File: config.mk
export PLATFORM = sky130hd
export DESIGN_NAME = rtc_calendar_top
export DESIGN_NICKNAME = d
export VERILOG_FILES = /design/src/rtl/rtc_pkg.sv /design/src/rtl/rtc_prescaler.sv /design/src/rtl/rtc_bcd_field.sv /design/src/rtl/rtc_calendar_top.sv
export SDC_FILE = /design/constraint.sdc
export NUM_CORES = 1
export LEC_CHECK = 0
export ABC_AREA = 1
export CORE_MARGIN = 2
export CORE_UTILIZATION = 45
export DETAILED_ROUTE_END_ITERATION = 10
export GPL_TIMING_DRIVEN = 0
export REMOVE_ABC_BUFFERS = 1
export SLEW_MARGIN = 20
export SYNTH_ARGS = -nofsm -noshare
export SYNTH_HDL_FRONTEND = slang
export SYNTH_HIERARCHICAL = 1
export SYNTH_SLANG_ARGS = --single-unit
File: constraint.sdc
create_clock -name clk -period 8.7 [get_ports clk]
set_clock_uncertainty 0.15 [all_clocks]
set_input_delay 1.74 -clock clk [delete_from_list [all_inputs] [get_ports clk]]
set_output_delay 1.74 -clock clk [all_outputs]
set_load 0.03 [all_outputs]
File: src/rtl/rtc_pkg.sv
package rtc_pkg;
  localparam int NFIELD = 7;
  localparam int AW     = 3;
  localparam logic [AW-1:0] A_HOUR = 3'd2;
  localparam logic [AW-1:0] A_CTRL = 3'd7;

  function automatic logic [7:0] bcd_inc(input logic [7:0] v);
    if (v[3:0] == 4'd9) return {v[7:4] + 4'd1, 4'd0};
    return {v[7:4], v[3:0] + 4'd1};
  endfunction

  function automatic logic [6:0] bcd2bin(input logic [7:0] v);
    return 7'(v[7:4]) * 7'd10 + 7'(v[3:0]);
  endfunction

  function automatic logic [7:0] bin2bcd(input logic [6:0] b);
    logic [6:0] t;
    logic [6:0] o;
    t = b / 7'd10;
    o = b - t * 7'd10;
    return {t[3:0], o[3:0]};
  endfunction

  function automatic logic is_leap(input logic [7:0] yr);
    if (!yr[4]) return (yr[3:0] == 4'd0) || (yr[3:0] == 4'd4) || (yr[3:0] == 4'd8);
    return (yr[3:0] == 4'd2) || (yr[3:0] == 4'd6);
  endfunction

  function automatic logic [7:0] month_last(input logic [7:0] mon, input logic [7:0] yr);
    case (mon)
      8'h02:                      return is_leap(yr) ? 8'h29 : 8'h28;
      8'h04, 8'h06, 8'h09, 8'h11: return 8'h30;
      default:                    return 8'h31;
    endcase
  endfunction

  // 24-hour BCD hour -> 12-hour register encoding (bit 5 = PM)
  function automatic logic [7:0] hour_to12(input logic [7:0] h24);
    logic [6:0] b;
    b = bcd2bin(h24);
    if (b == 7'd0)  return 8'h12;
    if (b < 7'd12)  return bin2bcd(b);
    if (b == 7'd12) return 8'h32;
    return 8'h20 | bin2bcd(b - 7'd12);
  endfunction

  // 12-hour register encoding -> 24-hour BCD hour
  function automatic logic [7:0] hour_from12(input logic [7:0] r);
    logic [6:0] b;
    b = (r[4] ? 7'd10 : 7'd0) + 7'(r[3:0]);
    if (b == 7'd12) return r[5] ? 8'h12 : 8'h00;
    return r[5] ? bin2bcd(b + 7'd12) : bin2bcd(b);
  endfunction
endpackage

File: src/rtl/rtc_prescaler.sv
module rtc_prescaler #(
  parameter int DIV = 32768
) (
  input  logic clk,
  input  logic rst_n,
  input  logic run,
  input  logic clr,
  output logic inc
);
  localparam int PW = (DIV > 1) ? $clog2(DIV) : 1;
  localparam logic [PW-1:0] LAST = PW'(DIV - 1);

  logic [PW-1:0] cnt;

  assign inc = run && !clr && (cnt == LAST);

  always_ff @(posedge clk or negedge rst_n) begin
    if (!rst_n)            cnt <= '0;
    else if (clr)          cnt <= '0;
    else if (run) begin
      if (cnt == LAST)     cnt <= '0;
      else                 cnt <= cnt + 1'b1;
    end
  end
endmodule

File: src/rtl/rtc_bcd_field.sv
module rtc_bcd_field #(
  parameter logic [7:0] LO  = 8'h00,
  parameter logic [7:0] RST = 8'h00
) (
  input  logic       clk,
  input  logic       rst_n,
  input  logic       wr,
  input  logic [7:0] wdata,
  input  logic       step,
  input  logic [7:0] hi,
  output logic [7:0] value,
  output logic       carry
);
  import rtc_pkg::*;

  assign carry = step && !wr && (value == hi);

  always_ff @(posedge clk or negedge rst_n) begin
    if (!rst_n)    value <= RST;
    else if (wr)   value <= wdata;
    else if (step) value <= (value == hi) ? LO : bcd_inc(value);
  end
endmodule

File: src/rtl/rtc_calendar_top.sv
module rtc_calendar_top #(
  parameter int PRESC_DIV = 32768
) (
  input  logic       clk,
  input  logic       rst_n,
  input  logic       wr_en,
  input  logic [2:0] wr_addr,
  input  logic [7:0] wr_data,
  input  logic [2:0] rd_addr,
  output logic [7:0] rd_data,
  output logic       sec_tick
);
  import rtc_pkg::*;

  logic             running;
  logic             mode12;
  logic             time_wr;
  logic             inc;
  logic [7:0]       field_val [NFIELD];
  logic [7:0]       field_hi  [NFIELD];
  logic             field_cy  [NFIELD];
  logic             field_st  [NFIELD];
  logic             field_wr  [NFIELD];
  logic [7:0]       field_wd  [NFIELD];

  assign time_wr = wr_en && (wr_addr != A_CTRL);

  rtc_prescaler #(.DIV(PRESC_DIV)) u_presc (
    .clk(clk), .rst_n(rst_n), .run(running), .clr(time_wr), .inc(inc)
  );

  // carry chain: sec -> min -> hour -> {dow, date} ; date -> month -> year
  always_comb begin
    field_st[0] = inc;
    field_st[1] = field_cy[0];
    field_st[2] = field_cy[1];
    field_st[3] = field_cy[2];
    field_st[4] = field_cy[2];
    field_st[5] = field_cy[4];
    field_st[6] = field_cy[5];
    field_hi[0] = 8'h59;
    field_hi[1] = 8'h59;
    field_hi[2] = 8'h23;
    field_hi[3] = 8'h06;
    field_hi[4] = month_last(field_val[5], field_val[6]);
    field_hi[5] = 8'h12;
    field_hi[6] = 8'h99;
  end

  for (genvar i = 0; i < NFIELD; i++) begin : g_field
    localparam logic [7:0] LO_I = (i == 4 || i == 5) ? 8'h01 : 8'h00;
    assign field_wr[i] = wr_en && (wr_addr == 3'(i));
    if (i == 2) begin : g_hour
      assign field_wd[i] = mode12 ? hour_from12(wr_data) : wr_data;
    end else begin : g_plain
      assign field_wd[i] = wr_data;
    end
    rtc_bcd_field #(.LO(LO_I), .RST(LO_I)) u_fld (
      .clk(clk), .rst_n(rst_n), .wr(field_wr[i]), .wdata(field_wd[i]),
      .step(field_st[i]), .hi(field_hi[i]), .value(field_val[i]), .carry(field_cy[i])
    );
  end

  always_ff @(posedge clk or negedge rst_n) begin
    if (!rst_n) begin
      running  <= 1'b0;
      mode12   <= 1'b0;
      sec_tick <= 1'b0;
    end else begin
      running  <= running | time_wr;
      sec_tick <= inc;
      if (wr_en && wr_addr == A_CTRL) mode12 <= wr_data[0];
    end
  end

  always_comb begin
    case (rd_addr)
      3'd0, 3'd1, 3'd3, 3'd4, 3'd5, 3'd6: rd_data = field_val[rd_addr];
      3'd2:    rd_data = mode12 ? hour_to12(field_val[2]) : field_val[2];
      default: rd_data = {7'd0, mode12};
    endcase
  end
endmodule

==> reports/qor.log, run 1 <==
[outcome] status finished clean
[timing] fraction of the cycle the final worst path needs 0.921
[setup_path] highest net fanout along the worst path 11
[power] fraction of power spent switching nets 0.421
[layout] Fillers 1863
[timing] unrepaired setup endpoints after global routing false
[layout] fin nets 1409
[global_route] pin count of the biggest net entering global routing 41
[worst_hold_path] Hold Path Class flop to flop
[power] overall power 0.00162 W
[placement] Cell Count Post-Placement 1557
[setup_path] crit path kind flop to output port
[setup_path] Data required, critical path 6.81 ns
[layout] Ant. Diodes 0
[routing] Pre-antenna DRT Iters 5
[routing] drt wl/cell 13.7 um
[timing] Fin Setup TNS 0 ns
[routing] drt first-iter violations 475
[clocking] clock input transition at the sequential cells of the worst setup and hold paths 0.06 ns
[timing] final setup fails 0
[setup_path] Crit. path cell count 30
[floorplanning] starting utilization of the core area 0.459
[placement] global placer's final weighted congestion 0.869
[global_route] global-route wire length before repair 35600 um
[timing] Period minus WS final 8.01 ns
[setup_path] Critical Path AT 6.12 ns
[routing] via density per instance 4.95
[power] Power Dens Cells 174 mW/mm2
[setup_path] endpoint type of the worst setup path output port
[routing] WL final 21500 um
[global_route] antenna violations before repair 0
[clocking] insertion delay to the later sink of the worst-skew pair 0.34 ns
[setup_path] setup slack on the worst flop-to-flop path 4.02 ns
[power] Clk network pwr share 0.261
[floorplanning] Ports 26
[yosys] combined area of all synthesized cells 0.00827 mm2
[power] VDD IR-drop max 0.109 mV
[layout] share of cells above drive strength 1 0.113
[placement] HPWL reported at the end of detailed placement 15900 um
[placement] Port Buffer Count 25
[clocking] Num CTS Buffers 9
[setup_path] most used cell along the critical path sky130_fd_sc_hd__nand2_2
[floorplanning] core area 0.0180 mm2
[clocking] Root Buffer Master sky130_fd_sc_hd__clkbuf_16
[setup_path] cell class contributing the biggest share of worst-path delay adder cells
[clocking] H-tree level count 3
[power] switching power of the nets 0.000681 W
[routing] antenna violation net count after detailed routing 0
[floorplanning] Site Rows 49
[power] P_leak 4.65 nW
[clocking] cts hold-fix bufs 0
[worst_hold_path] number of instances on the worst hold path 2
[clocking] Clock Sinks 74
[timing] final-layout worst hold slack 0.363 ns
[run] number of maximum-capacitance violations 0
[floorplanning] Die Y-Extent 140 um
[timing] final max-slew violation count 0
[routing] total number of vias 7786
[setup_path] highest cell delay on the worst timing path 0.69 ns
[clocking] CTS tree done
[timing] Final Hold Viols 0
[layout] multi-input combinational cell area 0.00601 mm2
[yosys] average cell area after synthesis 6.60 um2
[global_route] via count of the first global-routing pass 6992
[layout] Final Instance Count excl. Fillers 1573
[setup_path] Buf/Inv on CP 6
[floorplanning] Die Outline Area 0.0195 mm2
[timing] Rel. slew slack 0.421
[timing] maximum clock frequency 125 MHz
[global_route] total congestion overflow 0
[setup_path] startpoint class of the critical path flop
[power] logic gate share of total power 0.442
[layout] Layout area overhead 12.7%
[floorplanning] die span in x 140 um
[yosys] count of synthesis-stage warnings from yosys 6
[layout] Seq. cell area 0.00186 mm2
[routing] post-route DRC violation count 0
[timing] slew at the pin closest to its max-slew limit 0.866 ns
[setup_path] slowest cell on the critical path sky130_fd_sc_hd__fa_1
[power] proportion of power drawn by flip-flops and latches 0.297
[yosys] cells after synthesis 1253
[setup_path] worst reg-to-reg path cell count 24
[layout] post-route core utilization 0.517
[clocking] number of buffers on the longest clock path 2
[global_route] global routing usage summed across all routing layers 0.225
[power] internal power component 0.000939 W
==> sequential cells by signal, summed over array words and instances, names as in the netlist <==
register	count
mode12	1
g_field.u_fld/value	56
sec_tick	1
running	1
u_presc/cnt	15
==> metrics by stage <==
stage,area (um2),setup WS (ns)
2_1_floorplan,8420,1.91
3_3_place_gp,8960,0.636
3_5_place_dp,8970,0.549
4_1_cts,9300,0.152
5_1_grt,9320,0.150
6_report,9320,0.690
==> worst paths after layout <==
| check | from | endpoint |
|---|---|---|
| min reg2reg | u_presc/cnt[13] | u_presc/cnt[13] |
| max in group asynchronous | rst_n | g_field[2].u_fld/value[4] |
| min in group asynchronous | rst_n | u_presc/cnt[4] |
| max | g_field[2].u_fld/value[4] | rd_data[2] |
| min | u_presc/cnt[13] | u_presc/cnt[13] |
| max reg2reg | u_presc/cnt[0] | g_field[6].u_fld/value[5] |
==> worst min-delay path: cells and delay by family (launching register included) <==
kind	cells	cell delay, ns
flip-flops	1	0.37
AND/OR/NAND/NOR	2	0.12
==> cell usage in the layout, fill, tap and decap left out, types with 14 or more instances in the layout <==
cell                              instances
sky130_fd_sc_hd__nor2_2                  24
sky130_fd_sc_hd__conb_1                  73
sky130_fd_sc_hd__a22oi_1                 26
sky130_fd_sc_hd__a21oi_1                 28
sky130_fd_sc_hd__clkdlybuf4s50_1         22
sky130_fd_sc_hd__dfrtp_1                 69
sky130_fd_sc_hd__inv_1                  134
sky130_fd_sc_hd__ha_1                    47
sky130_fd_sc_hd__xnor2_1                 50
sky130_fd_sc_hd__nand3_1                 52
sky130_fd_sc_hd__nand2_4                 14
sky130_fd_sc_hd__xor2_1                  30
sky130_fd_sc_hd__o21ai_1                 18
sky130_fd_sc_hd__nor2_1                 108
sky130_fd_sc_hd__nand2_2                 33
sky130_fd_sc_hd__nand2_1                425
sky130_fd_sc_hd__o21ai_0                 46
==> power groups by stage <==
stage / logic [W] / registers [W] / clock network [W]
floorplan: 0.000569 / 0.000457 / 0
global placement: 0.000701 / 0.000487 / 0
detailed placement: 0.000709 / 0.000486 / 0
CTS: 0.000714 / 0.000480 / 0.000431
global route: 0.000824 / 0.000492 / 0.000446
finish: 0.000717 / 0.000480 / 0.000423
==> what timing repair did <==
item | CTS | global route
resized for setup | 0 | 5
setup endpoints to repair | 0 | 2
buffers inserted | 0 | 0
==> area by class of cell <==
cell class                      instances  share of cell area
Sequential cell                        74               0.199
Inverter                              150              0.0604
Tap cell                              229              0.0308
Clock buffer                           11              0.0261
Multi-Input combinational cell       1078               0.646
Timing Repair Buffer                   26              0.0285
Clock inverter                          5             0.00913
==> layer usage <==
| layer | part of all wire | track usage | vias to the layer above | wire length [um] |
|---|---|---|---|---|
| met5 | 0 | 0 | - | 0 |
| met4 | 0.021 | 0.0653 | 0 | 456 |
| met3 | 0.035 | 0.0206 | 25 | 754 |
| met2 | 0.46 | 0.363 | 137 | 9850 |
| met1 | 0.49 | 0.323 | 3531 | 10400 |
| li1 | - | - | 4093 | - |
Power figures use the tool's default switching activity.
==> run 2, diff against run 1 <==
--- a/config.mk
+++ b/config.mk
@@ -7,7 +7,7 @@
 export LEC_CHECK = 0
 export ABC_AREA = 1
 export CORE_MARGIN = 2
-export CORE_UTILIZATION = 45
+export CORE_UTILIZATION = 30
 export DETAILED_ROUTE_END_ITERATION = 10
 export GPL_TIMING_DRIVEN = 0
 export REMOVE_ABC_BUFFERS = 1
==> reports/qor.log, run 2 (synthesis gave the netlist of run 1 again) <==
[layout] Most flops, register g_field.u_fld/value
[power] P_leak 4.64 nW [-0.40%]
[timing] Period minus WS final 8.13 ns [+0.117 ns]
[setup_path] highest net fanout along the worst path 11 [unchanged]
[timing] unrepaired setup endpoints after global routing false
[clocking] clock input transition at the sequential cells of the worst setup and hold paths 0.07 ns [about the same]
[layout] commonest non-fill, non-tap cells in the layout sky130_fd_sc_hd__nand2_1 (425), sky130_fd_sc_hd__inv_1 (134), sky130_fd_sc_hd__nor2_1 (108)
[placement] HPWL reported at the end of detailed placement 16300 um [+2.0%]
[clocking] CTS tree done
[power] overall power 0.00157 W [-2.9%]
[layout] Ant. Diodes 0 [unchanged]
[setup_path] startpoint class of the critical path flop
[setup_path] setup slack on the worst flop-to-flop path 4.10 ns [+0.08 ns]
[setup_path] endpoint type of the worst setup path output port
[placement] Port Buffer Count 25 [unchanged]
[clocking] insertion delay to the later sink of the worst-skew pair 0.35 ns [about the same]
[timing] Final Hold Viols 0 [unchanged]
[routing] via density per instance 4.63 [-6.6%]
[clocking] Root Buffer Master sky130_fd_sc_hd__clkbuf_16
[layout] share of cells above drive strength 1 0.113 [unchanged]
[global_route] antenna violations before repair 0 [unchanged]
[setup_path] most used cell along the critical path sky130_fd_sc_hd__nand2_2
[layout] summed area of non-filler cells in the final layout 0.00943 mm2 [+1.2%]
[global_route] global routing usage summed across all routing layers 0.155 [-0.0704]
[floorplanning] starting utilization of the core area 0.306 [-0.153]
[timing] Rel. slew slack 0.327 [-0.0935]
[setup_path] first element of the critical path g_field[2].u_fld/value[4]
[floorplanning] Die Y-Extent 170 um [+22%]
[routing] drt wl/cell 12.8 um [-6.1%]
[setup_path] cell class contributing the biggest share of worst-path delay adder cells
[routing] antenna violation net count after detailed routing 0 [unchanged]
[power] VDD IR-drop max 0.0954 mV [-13%]
[layout] leading cell type in the layout, fill and taps excluded sky130_fd_sc_hd__nand2_1
[global_route] pin count of the biggest net entering global routing 46 [+12%]
[timing] final max-slew violation count 0 [unchanged]
[global_route] via count of the first global-routing pass 7171 [+2.6%]
[global_route] global-route wire length before repair 36000 um [+1.2%]
[timing] slew at the pin closest to its max-slew limit 1.01 ns [+0.140 ns]
[routing] Pre-antenna DRT Iters 5 [unchanged]
[setup_path] Buf/Inv on CP 5 [-1]
[timing] fraction of the cycle the final worst path needs 0.934 [+0.0135]
[setup_path] worst reg-to-reg path cell count 24 [unchanged]
[routing] total number of vias 7794 [+0.10%]
[setup_path] Critical Path AT 6.24 ns [+0.12 ns]
[routing] post-route DRC violation count 0 [unchanged]
[layout] number of flip-flops in the largest register 56 [unchanged]
[placement] total placed instance area 0.00912 mm2 [+1.6%]
[clocking] H-tree level count 3 [unchanged]
[timing] final-layout worst hold slack 0.372 ns [+0.00835 ns]
[clocking] Num CTS Buffers 9 [unchanged]
[setup_path] endpoint of the worst setup timing path rd_data[2]
[layout] fin nets 1409 [unchanged]
[routing] drt first-iter violations 531 [+12%]
[setup_path] Data required, critical path 6.81 ns [about the same]
[layout] Layout area overhead 14.0%
[outcome] status finished clean
[timing] final setup fails 0 [unchanged]
[setup_path] slowest cell on the critical path sky130_fd_sc_hd__fa_1
[setup_path] Crit Reg-Reg Startpoint u_presc/cnt[0]
[timing] maximum clock frequency 123 MHz [-1.4%]
[floorplanning] die span in x 170 um [+22%]
[floorplanning] Die Outline Area 0.0289 mm2 [+48%]
[floorplanning] Ports 26 [unchanged]
[setup_path] crit path kind flop to output port
[setup_path] highest cell delay on the worst timing path 0.71 ns [+0.02 ns]
[power] Power Dens Cells 167 mW/mm2 [-4.0%]
[floorplanning] Site Rows 60 [+22%]
[routing] WL final 21600 um [+0.58%]
[global_route] total congestion overflow 0 [unchanged]
[setup_path] Crit. path cell count 28 [-6.7%]
[clocking] cts hold-fix bufs 0 [unchanged]
[clocking] Clock Sinks 74 [unchanged]
[floorplanning] core area 0.0270 mm2 [+50%]
[timing] Fin Setup TNS 0 ns [unchanged]
[layout] largest registers ranked by flip-flop count g_field.u_fld/value (56), u_presc/cnt (15)
[placement] global placer's final weighted congestion 0.872 [+0.39%]
[worst_hold_path] Hold Path Class flop to flop
[setup_path] Reg2Reg Capture Point g_field[6].u_fld/value[7]
[clocking] number of buffers on the longest clock path 2 [unchanged]
[run] number of maximum-capacitance violations 0 [unchanged]
==> run 2: repair_timing <==
item,4_1_cts,5_1_grt
buffers inserted,0,0
gates resized for setup,0,5
setup endpoints to repair,0,2
==> run 2: final cells by class <==
cell class                 count  area (um2)
sequential                    74        1860
clock inverter                 7        61.3
clock buffer                   9         225
inverter                     150         563
tap                          341         427
timing repair buffer          26         278
fill                        2940       17600
multi-input combinational   1078        6010
==> run 2: layer usage <==
| metal | global-route usage | vias up | share of wire |
|---|---|---|---|
| met4 | 0.0375 | 0 | 0.013 |
| met5 | 0 | - | 0 |
| met2 | 0.258 | 135 | 0.46 |
| met3 | 0.0167 | 22 | 0.039 |
| li1 | - | 4099 | - |
| met1 | 0.214 | 3538 | 0.49 |
==> run 2: power by group <==
part	internal (W)	switching (W)
registers	0.000387	0.0000960
clock network	0.000198	0.000170
logic	0.000293	0.000430
total	0.000878	0.000696
==> run 2: worst min-delay path, delay by kind of cell, from the launching register on <==
family | cells | cell delay (ns)
AND/OR/NAND/NOR | 2 | 0.12
flip-flops | 1 | 0.37
==> run 2: worst min-delay path by stage <==
stage / startpoint / depth (start not counted) / end / slack (ns)
detailed placement: u_presc/cnt[13] / 2 / u_presc/cnt[13] / 0.36
global placement: u_presc/cnt[13] / 2 / u_presc/cnt[13] / 0.35
CTS: u_presc/cnt[13] / 2 / u_presc/cnt[13] / 0.37
floorplan: u_presc/cnt[13] / 2 / u_presc/cnt[13] / 0.32
global route: u_presc/cnt[13] / 2 / u_presc/cnt[13] / 0.41
finish: u_presc/cnt[13] / 2 / u_presc/cnt[13] / 0.37
==> run 2: metrics by stage <==
stage	cells	utilization	worst slack (ns)
2_1_floorplan	1302	-	1.91
3_3_place_gp	1668	0.337	0.619
3_5_place_dp	1669	0.338	0.519
4_1_cts	1685	0.348	0.115
5_1_grt	1685	0.349	0.181
6_report	1685	0.349	0.572
